### src/rtl/scsiRegPkg.sv
package scsiRegPkg;

  localparam int IDX_CNT_LO = 0;
  localparam int IDX_CNT_HI = 1;
  localparam int IDX_FIFO   = 2;
  localparam int IDX_CMD    = 3;
  localparam int IDX_STAT   = 4;
  localparam int IDX_INTR   = 5;
  localparam int IDX_SEQ    = 6;
  localparam int IDX_CFG    = 8;
  localparam int IDX_RO_A   = 9;
  localparam int IDX_CFG_MASKED = 11;
  localparam int IDX_OPEN_LO    = 12;
  localparam int IDX_REV    = 14;

  localparam logic [7:0] REV_ID       = 8'h04;
  localparam logic [7:0] MASK_CFG11   = 8'h15;
  localparam logic [7:0] STAT_TC      = 8'h10;
  localparam logic [7:0] STAT_ACKMASK = 8'hE0;
  localparam logic [7:0] INT_FUNC_DONE = 8'h08;
  localparam logic [7:0] INT_BUS_RST  = 8'h80;
  localparam int CFG_IRQ_OFF_BIT = 6;

  localparam logic [6:0] OP_FLUSH    = 7'h01;
  localparam logic [6:0] OP_CHIP_RST = 7'h02;
  localparam logic [6:0] OP_BUS_RST  = 7'h03;
  localparam logic [6:0] OP_XFER     = 7'h10;
  localparam logic [6:0] OP_COLLECT  = 7'h43;

  typedef struct packed {
    logic regWr;
    logic regRd;
    logic countWr;
    logic fifoWr;
    logic fifoRd;
    logic intAck;
    logic dmaReload;
    logic flush;
    logic chipReset;
    logic busReset;
  } regStrobes_t;

endpackage

### src/rtl/scsiRegCtrl.sv
module scsiRegCtrl
  import scsiRegPkg::*;
#(
  parameter int IDX_W = 4,
  parameter int CMD_DEPTH = 32,
  localparam int CMD_LEN_W = $clog2(CMD_DEPTH + 1)
) (
  input  logic                 clk,
  input  logic                 rstN,
  input  logic [IDX_W-1:0]     regIdx,
  input  logic                 wrEn,
  input  logic [7:0]           wrData,
  input  logic                 rdEn,
  input  logic                 seqIrqReq,
  input  logic                 cfgIrqOff,
  output regStrobes_t          st,
  output logic                 cmdStrobe,
  output logic [6:0]           cmdOpcode,
  output logic                 cmdDma,
  output logic [CMD_LEN_W-1:0] cmdLen,
  output logic                 irq
);

  logic collecting;
  logic isCmd;
  logic cmdByteWr;
  logic doRd;
  logic [6:0] op;
  int ri;

  always_comb begin
    ri = int'(regIdx);
    op = wrData[6:0];
    doRd = rdEn && !wrEn;
    isCmd = wrEn && (ri == IDX_CMD);
    cmdByteWr = wrEn && (ri == IDX_FIFO) && collecting;
    st = '0;
    st.regWr     = wrEn;
    st.regRd     = doRd;
    st.countWr   = wrEn && (ri == IDX_CNT_LO || ri == IDX_CNT_HI);
    st.fifoWr    = wrEn && (ri == IDX_FIFO) && !collecting;
    st.fifoRd    = doRd && (ri == IDX_FIFO);
    st.intAck    = doRd && (ri == IDX_INTR);
    st.dmaReload = isCmd && wrData[7];
    st.flush     = isCmd && (op == OP_FLUSH);
    st.chipReset = isCmd && (op == OP_CHIP_RST);
    st.busReset  = isCmd && (op == OP_BUS_RST);
  end

  always_ff @(posedge clk) begin
    if (!rstN) begin
      cmdStrobe <= 1'b0;
      cmdOpcode <= '0;
      cmdDma <= 1'b0;
    end else begin
      cmdStrobe <= isCmd;
      if (isCmd) begin
        cmdOpcode <= op;
        cmdDma <= wrData[7];
      end
    end
  end

  always_ff @(posedge clk) begin
    if (!rstN || st.chipReset) begin
      collecting <= 1'b0;
      cmdLen <= '0;
    end else if (isCmd && op == OP_COLLECT) begin
      collecting <= 1'b1;
      cmdLen <= '0;
    end else if (isCmd && op == OP_XFER) begin
      collecting <= 1'b0;
    end else if (cmdByteWr && cmdLen != CMD_LEN_W'(CMD_DEPTH)) begin
      cmdLen <= cmdLen + CMD_LEN_W'(1);
    end
  end

  always_ff @(posedge clk) begin
    if (!rstN || st.chipReset) irq <= 1'b0;
    else if ((st.busReset && !cfgIrqOff) || seqIrqReq) irq <= 1'b1;
    else if (st.intAck) irq <= 1'b0;
  end

  AST_STROBE_OPCODE: assert property (@(posedge clk) disable iff (!rstN)
    isCmd |=> (cmdStrobe && cmdOpcode == $past(wrData[6:0]) && cmdDma == $past(wrData[7])));
  AST_STROBE_PULSE: assert property (@(posedge clk) disable iff (!rstN)
    !isCmd |=> !cmdStrobe);
  AST_ACK_DROPS_IRQ: assert property (@(posedge clk) disable iff (!rstN)
    (st.intAck && !seqIrqReq) |=> !irq);
  AST_BUSRST_MASKED: assert property (@(posedge clk) disable iff (!rstN)
    (st.busReset && cfgIrqOff && !seqIrqReq && !irq) |=> !irq);
  AST_CMDLEN_LIMIT: assert property (@(posedge clk) disable iff (!rstN)
    cmdLen <= CMD_LEN_W'(CMD_DEPTH));

endmodule

### src/rtl/scsiRegData.sv
module scsiRegData
  import scsiRegPkg::*;
#(
  parameter int IDX_W = 4,
  parameter int FIFO_DEPTH = 32
) (
  input  logic             clk,
  input  logic             rstN,
  input  regStrobes_t      st,
  input  logic [IDX_W-1:0] regIdx,
  input  logic [7:0]       wrData,
  input  logic [7:0]       statusSet,
  output logic             cfgIrqOff,
  output logic [7:0]       rdData,
  output logic             rdValid
);

  localparam int NUM_REGS = 2 ** IDX_W;
  localparam int PTR_W = $clog2(FIFO_DEPTH);
  localparam int CNT_W = $clog2(FIFO_DEPTH + 1);

  logic [7:0] rdRegs [NUM_REGS];
  logic [7:0] wrRegs [NUM_REGS];
  logic [7:0] fifoMem [FIFO_DEPTH];
  logic [PTR_W-1:0] rdPtr, wrPtr;
  logic [CNT_W-1:0] fifoCount;
  logic fifoFull, fifoHasData;
  logic [7:0] statusNext;
  int ri;

  assign ri = int'(regIdx);
  assign fifoFull = (fifoCount == CNT_W'(FIFO_DEPTH));
  assign fifoHasData = (fifoCount != '0);
  assign cfgIrqOff = wrRegs[IDX_CFG][CFG_IRQ_OFF_BIT];

  always_comb begin
    statusNext = rdRegs[IDX_STAT];
    if (st.countWr) statusNext = statusNext & ~STAT_TC;
    if (st.intAck) statusNext = statusNext & ~STAT_ACKMASK;
    statusNext = statusNext | statusSet;
  end

  always_ff @(posedge clk) begin
    if (st.fifoWr && !fifoFull) fifoMem[wrPtr] <= wrData;
  end

  always_ff @(posedge clk) begin
    if (!rstN || st.chipReset) begin
      for (int i = 0; i < NUM_REGS; i++) begin
        rdRegs[i] <= '0;
        wrRegs[i] <= '0;
      end
      rdRegs[IDX_REV] <= REV_ID;
      rdPtr <= '0;
      wrPtr <= '0;
      fifoCount <= '0;
      rdData <= '0;
      rdValid <= 1'b0;
    end else begin
      rdValid <= st.regRd;
      rdRegs[IDX_STAT] <= statusNext;
      if (st.regRd)
        rdData <= (st.fifoRd && fifoHasData) ? fifoMem[rdPtr] : rdRegs[regIdx];
      if (st.regWr) begin
        wrRegs[regIdx] <= wrData;
        if (ri == IDX_CMD || ri == IDX_CFG || ri >= IDX_OPEN_LO)
          rdRegs[regIdx] <= wrData;
        else if (ri == IDX_CFG_MASKED)
          rdRegs[regIdx] <= wrData & MASK_CFG11;
      end
      if (st.dmaReload) begin
        rdRegs[IDX_CNT_LO] <= wrRegs[IDX_CNT_LO];
        rdRegs[IDX_CNT_HI] <= wrRegs[IDX_CNT_HI];
      end
      if (st.flush) begin
        rdRegs[IDX_INTR] <= INT_FUNC_DONE;
        rdRegs[IDX_SEQ] <= '0;
        rdPtr <= '0;
        wrPtr <= '0;
        fifoCount <= '0;
      end else if (st.busReset) begin
        rdRegs[IDX_INTR] <= INT_BUS_RST;
      end else if (st.fifoWr && !fifoFull) begin
        wrPtr <= wrPtr + PTR_W'(1);
        fifoCount <= fifoCount + CNT_W'(1);
      end else if (st.fifoRd && fifoHasData) begin
        rdRegs[IDX_FIFO] <= fifoMem[rdPtr];
        fifoCount <= fifoCount - CNT_W'(1);
        if (fifoCount == CNT_W'(1)) begin
          rdPtr <= '0;
          wrPtr <= '0;
        end else begin
          rdPtr <= rdPtr + PTR_W'(1);
        end
      end
    end
  end

  AST_TC_CLEARED: assert property (@(posedge clk) disable iff (!rstN)
    (st.countWr && !statusSet[4]) |=> !rdRegs[IDX_STAT][4]);
  AST_REV_RESTORED: assert property (@(posedge clk) disable iff (!rstN)
    $past(st.chipReset) |-> (rdRegs[IDX_REV] == REV_ID && fifoCount == '0));
  AST_READONLY_HELD: assert property (@(posedge clk) disable iff (!rstN)
    (st.regWr && (ri == IDX_RO_A || ri == IDX_RO_A + 1)) |=> $stable(rdRegs[regIdx]));
  AST_FIFO_DROP: assert property (@(posedge clk) disable iff (!rstN)
    (st.fifoWr && fifoFull) |=> fifoFull);
  AST_STATUS_SET: assert property (@(posedge clk) disable iff (!rstN)
    (statusSet != '0 && !st.chipReset) |=> ((rdRegs[IDX_STAT] & $past(statusSet)) == $past(statusSet)));

endmodule

### src/rtl/scsiRegIf.sv
module scsiRegIf
  import scsiRegPkg::*;
#(
  parameter int ADDR_W = 6,
  parameter int FIFO_DEPTH = 32,
  parameter int CMD_DEPTH = 32,
  localparam int CMD_LEN_W = $clog2(CMD_DEPTH + 1)
) (
  input  logic                 clk,
  input  logic                 rstN,
  input  logic [ADDR_W-1:0]    busAddr,
  input  logic                 wrEn,
  input  logic [7:0]           wrData,
  input  logic                 rdEn,
  output logic [7:0]           rdData,
  output logic                 rdValid,
  input  logic [7:0]           statusSet,
  output logic                 cmdStrobe,
  output logic [6:0]           cmdOpcode,
  output logic                 cmdDma,
  output logic [CMD_LEN_W-1:0] cmdLen,
  output logic                 irq
);

  localparam int IDX_W = ADDR_W - 2;

  regStrobes_t strobes;
  logic [IDX_W-1:0] regIdx;
  logic cfgIrqOff;
  logic unusedAddrBits;

  assign regIdx = busAddr[ADDR_W-1:2];
  assign unusedAddrBits = ^busAddr[1:0];

  scsiRegCtrl #(.IDX_W(IDX_W), .CMD_DEPTH(CMD_DEPTH)) ctrl_i (
    .clk(clk), .rstN(rstN), .regIdx(regIdx), .wrEn(wrEn), .wrData(wrData),
    .rdEn(rdEn), .seqIrqReq(statusSet[7]), .cfgIrqOff(cfgIrqOff), .st(strobes),
    .cmdStrobe(cmdStrobe), .cmdOpcode(cmdOpcode), .cmdDma(cmdDma),
    .cmdLen(cmdLen), .irq(irq)
  );

  scsiRegData #(.IDX_W(IDX_W), .FIFO_DEPTH(FIFO_DEPTH)) data_i (
    .clk(clk), .rstN(rstN), .st(strobes), .regIdx(regIdx), .wrData(wrData),
    .statusSet(statusSet), .cfgIrqOff(cfgIrqOff), .rdData(rdData), .rdValid(rdValid)
  );

endmodule

### config.mk
export PLATFORM = sky130hd
export DESIGN_NAME = scsiRegIf
export DESIGN_NICKNAME = d
export VERILOG_FILES = /design/src/rtl/scsiRegPkg.sv /design/src/rtl/scsiRegCtrl.sv /design/src/rtl/scsiRegData.sv /design/src/rtl/scsiRegIf.sv
export SDC_FILE = /design/constraint.sdc
export NUM_CORES = 1
export LEC_CHECK = 0
export BUFFER_PORTS_ARGS = -buffer_cell sky130_fd_sc_hd__buf_4
export CORE_MARGIN = 3
export CORE_UTILIZATION = 55
export CTS_CLUSTER_SIZE = 10
export DETAILED_ROUTE_END_ITERATION = 8
export PLACE_DENSITY = 0.74
export SKIP_LAST_GASP = 1
export SLEW_MARGIN = 20
export SYNTH_ARGS = -nofsm -noshare
export SYNTH_HDL_FRONTEND = slang
export SYNTH_SLANG_ARGS = --single-unit
### constraint.sdc
create_clock -name clk -period 2.3 [get_ports clk]
set_input_delay 0 -clock clk [delete_from_list [all_inputs] [get_ports clk]]
set_output_delay 0 -clock clk [all_outputs]
set_load 0.02 [all_outputs]
# Word-level counts from Yosys, hierarchy flattened
# Memories as Yosys holds them, arrays and structs flattened. A register that Yosys moved wholly into a read port is not among the register bits.
# Index checks and enable logic that the tools add are counted.
[word_totals]
regBits = 34
in_bits = 26
mem_bits_rw = 512
latch_bits = 0
mem_count = 3
rom_bits = 0
output_inout_bits = 25
word_cells = 150
[op_classes]
eq_ne = 14
div = 0
n_addsub = 5
shift = 0
mul = 0
reduce_logical = 42
bitwise_logic = 13
mux = 62
n_lt_le_gt_ge = 1
[mem_list]
columns = ["memory", "depth", "word_bits", "read_ports", "rd_clocked_by_memory_dff", "wr", "line_no", "rtl"]
rows = [
  ["data_i.fifoMem", 32, 8, 1, 1, 1, "scsiRegData.sv:24", "logic [7:0] fifoMem [FIFO_DEPTH];"],
  ["data_i.rdRegs", 16, 8, 2, 1, 16, "scsiRegData.sv:22", "logic [7:0] rdRegs [NUM_REGS];"],
  ["data_i.wrRegs", 16, 8, 3, 0, 16, "scsiRegData.sv:23", "logic [7:0] wrRegs [NUM_REGS];"],
]
[op_table]
columns = ["operator", "count"]
rows = [
  ["8-bit two-way mux", 12],
  ["1-bit two-way mux", 39],
  ["5-bit two-way mux", 7],
  ["1-bit logical AND", 18],
  ["8-bit OR reduction", 2],
  ["7-bit by 2-bit == test with 1-bit output, second input constant", 2],
  ["6-bit by 1-bit adder with 6-bit output, second input constant", 2],
  ["4-bit == test, second input constant", 3],
  ["6-bit two-way mux", 2],
  ["5-bit by 1-bit adder with 5-bit output, second input constant", 2],
  ["1-bit OR", 9],
  ["4-bit by 3-bit == test with 1-bit output, second input constant", 2],
  ["4-bit two-way mux", 2],
  ["8-bit OR", 1],
  ["2-bit nonzero test", 4],
  ["7-bit by 1-bit == test with 1-bit output, second input constant", 1],
  ["7-bit by 5-bit == test with 1-bit output, second input constant", 1],
  ["7-bit == test, second input constant", 1],
  ["6-bit by 1-bit == test with 1-bit output, second input constant", 1],
  ["6-bit == test, second input constant", 1],
  ["6-bit inequality test, second input constant", 1],
  ["3-bit AND reduction", 2],
  ["6-bit nonzero test", 1],
  ["6-bit by 1-bit subtractor with 6-bit output, second input constant", 1],
  ["other kinds (8)", 20],
]

# Longest topological paths before layout
# Gate-level depths: netlist of run 1.
[depth]
word_depth = 12
mapped_depth = 8
mapped_depth_nobuf = 7

# By module
# Synthesis of run 1 repeated with hierarchy kept, for this count alone.
[hier_totals]
cells_unflattened = 1072
hier_area_um2 = 18227.5
[by_module_without_submodules]
columns = ["module", "area_each_um2", "cells_per_inst", "n_inst"]
rows = [
  ["scsiRegData", 17286.6, 955, 1],
  ["scsiRegCtrl", 940.9, 117, 1],
]

# Least setup slack after synthesis of run 1
# No wires, ideal clock.
[synth_timing]
path_type = "reg-to-reg"
startpoint = "reg data_i.fifoCount[0]"
endpoint = "mem data_i.fifoMem[0][0] (enable)"
slack_ps = 121
t_arrival_ps = 1809
stages_incl_launch_ff = 7
required_time_ps = 1930
period_less_slack_ps = 2179
setup_ps = 370
cell_sequence = "dfxtp_1 inv_1 ha_1 a311oi_2 buf_2 nand2_1 nor2_1"
[synth_via]
elab_chain_cells = 5
[synth_rtl]
columns = ["element", "line_no", "rtl"]
rows = [
  ["start, declared", "scsiRegData.sv:26", "logic [CNT_W-1:0] fifoCount;"],
  ["start signal, assigned", "scsiRegData.sv:85", "fifoCount <= fifoCount + CNT_W'(1);"],
  ["start signal, assigned", "scsiRegData.sv:88", "fifoCount <= fifoCount - CNT_W'(1);"],
  ["6-bit == test", "scsiRegData.sv:32", "assign fifoFull = (fifoCount == CNT_W'(FIFO_DEPTH));"],
  ["1-bit zero test", "scsiRegData.sv:44", "if (st.fifoWr && !fifoFull) fifoMem[wrPtr] <= wrData;"],
  ["1-bit logical AND", "scsiRegData.sv:44", ""],
  ["1-bit two-way mux", "scsiRegData.sv:44", ""],
  ["1-bit two-way mux (implied by the code)", "scsiRegData.sv:44", ""],
  ["end, declared", "scsiRegData.sv:24", ""],
]
# Every way passes these cells.

==> flow_summary.ini, run 1 <==
[status]
status = completed

[yosys]
seq_area_frac_synth_pct = 70.6
ys_types = 57
postSynthCellCount = 1214
synth_compound_area_share_pct = 5.94
synth-edff-count = 401
syn-cell-area_mm2 = 0.0187
synthSimpleGateAreaFrac_pct = 8.57
synth_top_family_by_area = multiplexers
synth_ff_type = edfxtp_1
ys_seq_elements = 457
syn_avg_cell_area_um2 = 15.4
async_flop_share_pct = 0
ys_warn_count = 0
synthAdderAreaFrac_pct = 0.738
synthMuxAreaShare_pct = 11.4
synth-xor-area-share_pct = 0.751

[global_route]
grt_use_total_pct = 24.0
gr-total-overflow = 0
grt_max_degree = 44
grt_pass1_vias = 11200
antenna_found_initial = 1
grt_pass1_wl_mm = 65.5

[pwr]
p_comb_share_pct = 4.1
switchingPower_w = 0.00359
power_density_mw_per_mm2 = 787
p_clk_share_pct = 42.9
leakagePower_nw = 7.50
ir_worst_vdd_v = 0.000619
p_sw_share_pct = 20.6
seqPwrFrac_pct = 53.0
internal-power_w = 0.0139

[placed_design]
io_buffers = 48
finalWeightedCongestion = 0.835
placed_cells = 1783
dp_hpwl_mm = 27.5
dpl_cell_area_mm2 = 0.0204
pre_cts_ws_ps = -46.4

[floorplanning]
die_h_um = 190
core_area_mm2 = 0.0329
die_w_um = 190
initial_core_util_pct = 56.6
num_rows = 66
io_pins = 51
dieArea_mm2 = 0.0362

[finish]
area_growth_syn_to_layout_pct = 19.0
drive_gt1_share_pct = 19.1
fill_cells = 2248
register_area_mm2 = 0.0132
instances_no_fill = 1906
layout_common_cells = edfxtp_1 (401), buf_4 (145), mux2i_1 (131)
fin_area_mm2 = 0.0222
multi_input_area_mm2 = 0.00532
nNetsFinal = 1456
fin_util_pct = 67.4
final_common_cell = edfxtp_1

[worst_setup_path]
max_stage_delay_ps = 440
critPathBufInv = 2
path_class = register to register
start_kind = register
arrival_ps = 2530
required_ps = 2620
crit_slowest_cell = a21oi_1
cp_common_cell = buf_4
path_max_fanout = 16
crit_family = compound AO/OA/AOI/OAI gates
end_kind = register
path_cells = buf_4 -> mux2i_1 -> a22oi_1 -> a21oi_1 -> nor4_1 -> buf_4 -> and2_1

[route]
viasPerCell = 5.80
dr.pass1.iters = 5
wl_mm = 42.7
routed-via-count = 11100
detail-route-antenna-nets = 0
wl_per_cell_um = 22.4
drc = 0
first_iter_violations = 1003

[timing]
finalSetupViolCount = 0
min_period_ps = 2210
worst_slack_ps = 91.4
tightest_slew_ps = 855
clock.fmax_mhz = 453
period_share_pct = 96.0
hold_violations = 0
slew_headroom_pct = 42.8
slew_violations = 0
fin_skew_ps = 21.7
rsz0062_at_grt = no

[clock_network]
clock_sinks = 457
cts_tree = built
clock-root-buffer = clkbuf_16
clk_path_buf_depth = 3
clkLatencyLatePin_ps = 580
cts.clk_slew.worst_paths_ps = 60
cts_buffers = 52
htree_levels = 2

[job]
drv_cap = 0

[worst_hold_path]
hold_path.class = primary input to register
[path summary, 6_finish.rpt]
kind                                    startpoint                          endpoint  slack, ps  cells after the start
setup / recovery                          register     data_i.rdRegs[2][2]$_DFFE_PP_         90                      7
hold / removal                          busAddr[5]       data_i.rdRegs[4][4]$_DFF_P_         50                      4
setup reg to reg                          register     data_i.rdRegs[2][2]$_DFFE_PP_         90                      7
hold reg to reg   ctrl_i.cmdOpcode[2]$_SDFFE_PN0P_  ctrl_i.cmdOpcode[2]$_SDFFE_PN0P_        470                      2
[routing by layer]
layer | track usage, % | vias to the layer above | wire length [um] | share of wire (%)
met2 | 38.1 | 459 | 20000 | 47
met5 | 0 | - | 0 | 0
li1 | - | 5030 | - | -
met1 | 33.0 | 5479 | 17700 | 41
met4 | 8.92 | 0 | 1410 | 3.3
met3 | 5.27 | 90 | 3570 | 8.4
[power groups by stage]
stage               logic, W  clock network [W]  registers [W]
floorplan           0.000349                  0        0.00941
global placement    0.000668                  0        0.00942
detailed placement  0.000676                  0        0.00943
CTS                 0.000709            0.00762        0.00926
global route        0.000769            0.00797        0.00927
finish              0.000717            0.00750        0.00926
[state kept, by name, indices dropped and copies added (netlist names), 5 cells and up, named ones only]
name              flops
ctrl_i.cmdOpcode      7
data_i.wrPtr          5
data_i.rdRegs       128
data_i.fifoMem      256
data_i.wrRegs        17
ctrl_i.cmdLen         6
data_i.rdPtr          5
data_i.fifoCount      6
[cell usage after synthesis (13+ instances only)]
library cell,number,area share (%)
a21oi_1,44,1.2
a22oi_1,73,2.9
and2_1,72,2.4
buf_2,26,0.70
clkbuf_1,38,0.76
dfxtp_1,56,6.0
edfxtp_1,401,65
inv_1,16,0.32
mux2i_1,131,7.0
mux4_2,32,3.9
nand2_1,49,0.99
nand2b_1,13,0.44
nand3_1,13,0.35
nor2_1,84,1.7
nor3_1,17,0.46
nor4_1,19,0.64
[kinds of logic after synthesis]
family | count (synthesis)
compound gates | 161
xor+xnor | 16
fa+ha+maj | 11
buf+inv | 90
flops | 457
mux | 171
other cells | 1
simple gates | 307
[worst min-delay path: cells and delay by family]
kind | cells | cell delay (ps)
AOI/OAI and AO/OA | 2 | 250
buffers and inverters | 1 | 120
and+or+nand+nor | 1 | 220
[final cells by class]
type / instances / share of cell area, %
antenna: 1 / 0.0113
clock buffer: 95 / 6.83
clock inverter: 3 / 0.141
inverter: 20 / 0.338
multi-input combinational: 709 / 23.9
sequential: 457 / 59.3
tap: 442 / 2.49
timing repair buffer: 179 / 6.93
[metrics by stage]
| stage | setup TNS (ps) | power (W) | hold slack (ps) |
|---|---|---|---|
| 3_5_place_dp | -1570 | 0.0101 | 212 |
| 5_1_grt | 0 | 0.0180 | 78.2 |
| 4_1_cts | -36.4 | 0.0176 | 29.8 |
| 3_3_place_gp | 0 | 0.0101 | 203 |
| 6_report | 0 | 0.0175 | 50.5 |
| 2_1_floorplan | 0 | 0.00975 | 98.9 |
[repair_timing]
item,4_1_cts,5_1_grt
setup endpoints to repair,134,146
pin swaps,0,1
setup buffers,0,1
hold buffers,23,0
resized for setup,1,5
hold endpoints to repair,67,0
Note: power is estimated with default switching activity, not from simulation.
==> inputs of run 2 (changes only) <==
--- a/config.mk
+++ b/config.mk
@@ -5,6 +5,7 @@
 export SDC_FILE = /design/constraint.sdc
 export NUM_CORES = 1
 export LEC_CHECK = 0
+export ABC_AREA = 1
 export BUFFER_PORTS_ARGS = -buffer_cell sky130_fd_sc_hd__buf_4
 export CORE_MARGIN = 3
 export CORE_UTILIZATION = 55
==> run 2 against run 1 <==
  * Synthesized cell count up 47%
  * Sequential cell count unchanged
  * Non-clock buffer count down 34
  * Clock power down 2%
  * Highest routed layer unchanged
  * Largest power group unchanged
==> flow_summary.ini, run 2 <==
[status]
status = completed

[finish]
fin_util_pct = 65.5
register_area_mm2 = 0.0132
drive_gt1_share_pct = 11.5
layout_common_cells = nand2_1 (580), edfxtp_1 (401), nand3_1 (246)
nNetsFinal = 1982
multi_input_area_mm2 = 0.00545
reg.largest.list = data_i.fifoMem x256, data_i.rdRegs x128, data_i.wrRegs x17
instances_no_fill = 2426
diodes = 0
area_growth_syn_to_layout_pct = 16.1
fill_cells = 2530
largest_register_ffs = 256
regMostFlops = data_i.fifoMem
final_common_cell = nand2_1

[timing]
slew_violations = 0
slew_headroom_pct = 57.1
finalSetupViolCount = 0
setup_tns_ps = 0
fin_skew_ps = 32.1
rsz0062_at_grt = no
clock.fmax_mhz = 473
worst_hold_slack_ps = 44.0
period_share_pct = 91.9
hold_violations = 0
tightest_slew_ps = 642
min_period_ps = 2110

[pwr]
p_sw_share_pct = 21.1
internal-power_w = 0.0137
ir_worst_vdd_v = 0.000857
leakagePower_nw = 8.54
p_comb_share_pct = 4.3
switchingPower_w = 0.00366
seqPwrFrac_pct = 53.5
power_density_mw_per_mm2 = 781
p_clk_share_pct = 42.3

[yosys]
synth_area_leaders = edfxtp_1 (63%), nand2_1 (11%), nand3_1 (6.4%)
async_flop_share_pct = 0
syn_avg_cell_area_um2 = 10.7
synth_top_cells_by_count = nand2_1 (580), edfxtp_1 (401), nand3_1 (246)
ys_seq_elements = 457
ys_types = 38
synth-edff-count = 401
syn-cell-area_mm2 = 0.0191
yosysTopAreaCell = edfxtp_1
synth_ff_type = edfxtp_1
synth.top_cell.area_share_pct = 63.1
yosysMostFrequentCell = nand2_1
seq_area_frac_synth_pct = 68.9
postSynthCellCount = 1788
ys_warn_count = 0

[worst_hold_path]
hold_path.class = primary input to register

[global_route]
grt_max_degree = 129
grt_use_total_pct = 25.3
gr-total-overflow = 0
antenna_found_initial = 0
grt_pass1_wl_mm = 71.3
grt_pass1_vias = 13000

[placed_design]
dp_hpwl_mm = 29.7
placed_cells = 2318
io_buffers = 48
finalWeightedCongestion = 0.927

[route]
dr.pass1.iters = 6
first_iter_violations = 1681
wl_per_cell_um = 19.3
wl_mm = 46.7
drc = 0
detail-route-antenna-nets = 0
routed-via-count = 13600
viasPerCell = 5.62

[worst_setup_path]
critPathBufInv = 3
required_ps = 2550
end_kind = register
crit_slowest_cell = dfxtp_1
path_max_fanout = 8
arrival_ps = 2370
path_cells = inv_1 -> ha_1 -> nand2_1 -> nor2_2 -> nor3_4 -> nand2_1 -> buf_4 -> nor2_1 -> buf_4
path_class = register to register
max_stage_delay_ps = 420
start_kind = register
crit_family = simple AND/OR/NAND/NOR gates

[clock_network]
htree_levels = 2
clock_sinks = 457
clkLatencyLatePin_ps = 570
cts.clk_slew.worst_paths_ps = 50
cts_tree = built
cts_buffers = 52
clock-root-buffer = clkbuf_16
clk_path_buf_depth = 3

[floorplanning]
io_pins = 51
core_area_mm2 = 0.0339
die_h_um = 192
num_rows = 67
die_w_um = 192
initial_core_util_pct = 56.4
dieArea_mm2 = 0.0370

[job]
drv_cap = 0
run 2: cell count changes after synthesis, moves of 57 or more:
cell	change
nand2_1	+531
nor2_1	+90
a22oi_1	-57
and2_1	-72
nand3_1	+233
mux2i_1	-131
run 2: kinds of logic after synthesis:
logic type / share of synthesized area, %
AOI/OAI and AO/OA: 2.04
adders and majority gates: 0.721
muxes: 0.472
DFF: 68.9
and+or+nand+nor: 23.8
other: 0.0196
xor gates and xnor gates: 0.596
buffers and inverters: 3.43
run 2: worst paths after layout:
check / start / endpoint / slack (ps) / cells after the start
worst min-delay path: wrData[4] / data_i.fifoMem[3][4]$_DFFE_PP_ / 40 / 2
worst max register to register: data_i.fifoCount[0]$_SDFFE_PP0P_ / data_i.fifoMem[26][6]$_DFFE_PP_ / 190 / 9
worst max-delay path: data_i.fifoCount[0]$_SDFFE_PP0P_ / data_i.fifoMem[26][6]$_DFFE_PP_ / 190 / 9
worst min register to register: ctrl_i.cmdOpcode[1]$_SDFFE_PN0P_ / ctrl_i.cmdOpcode[1]$_SDFFE_PN0P_ / 460 / 2
run 2: what timing repair did:
action	in CTS	in global routing
resized for setup	0	1
hold endpoints to repair	40	0
hold buffers	21	0
setup endpoints to repair	0	177
setup buffers	0	0
run 2: routing by layer:
layer | wire (um) | up-vias | share of wire [%] | track usage [%]
met2 | 22900 | 678 | 49 | 42.2
met4 | 1560 | 0 | 3.3 | 9.02
met5 | 0 | - | 0 | 0
li1 | - | 6370 | - | -
met3 | 3960 | 119 | 8.5 | 3.34
met1 | 18300 | 6472 | 39 | 34.4
run 2: worst reg2reg max path: cells and delay by family, from the launching register on:
kind / cells / cell delay, ps
flip-flops: 1 / 420
adder cells (fa/ha/maj): 1 / 220
buffers and inverters: 3 / 570
AND/OR/NAND/NOR: 5 / 590
run 2: final cells by class:
class / count / area share (%)
clock buffers: 82 / 6.47
clock inverters: 5 / 0.288
inverters: 78 / 1.34
multi-input cells: 1211 / 24.6
flip-flops and latches: 457 / 59.4
well taps: 448 / 2.53
repair buffers: 145 / 5.43
run 2: per-stage QoR:
step	total power [W]	setup WS, ps	area [um2]
5_1_grt	0.0178	25.6	22200
3_3_place_gp	0.0101	240	20500
4_1_cts	0.0174	110	22200
6_report	0.0173	186	22200
3_5_place_dp	0.0101	144	20500
2_1_floorplan	0.00977	288	19300
run 2: power groups by stage:
stage,Sequential [W],Combinational [W],Clock (W)
floorplan,0.00942,0.000357,0
global placement,0.00943,0.000677,0
detailed placement,0.00943,0.000694,0
CTS,0.00926,0.000726,0.00742
global route,0.00927,0.000805,0.00773
finish,0.00926,0.000739,0.00733
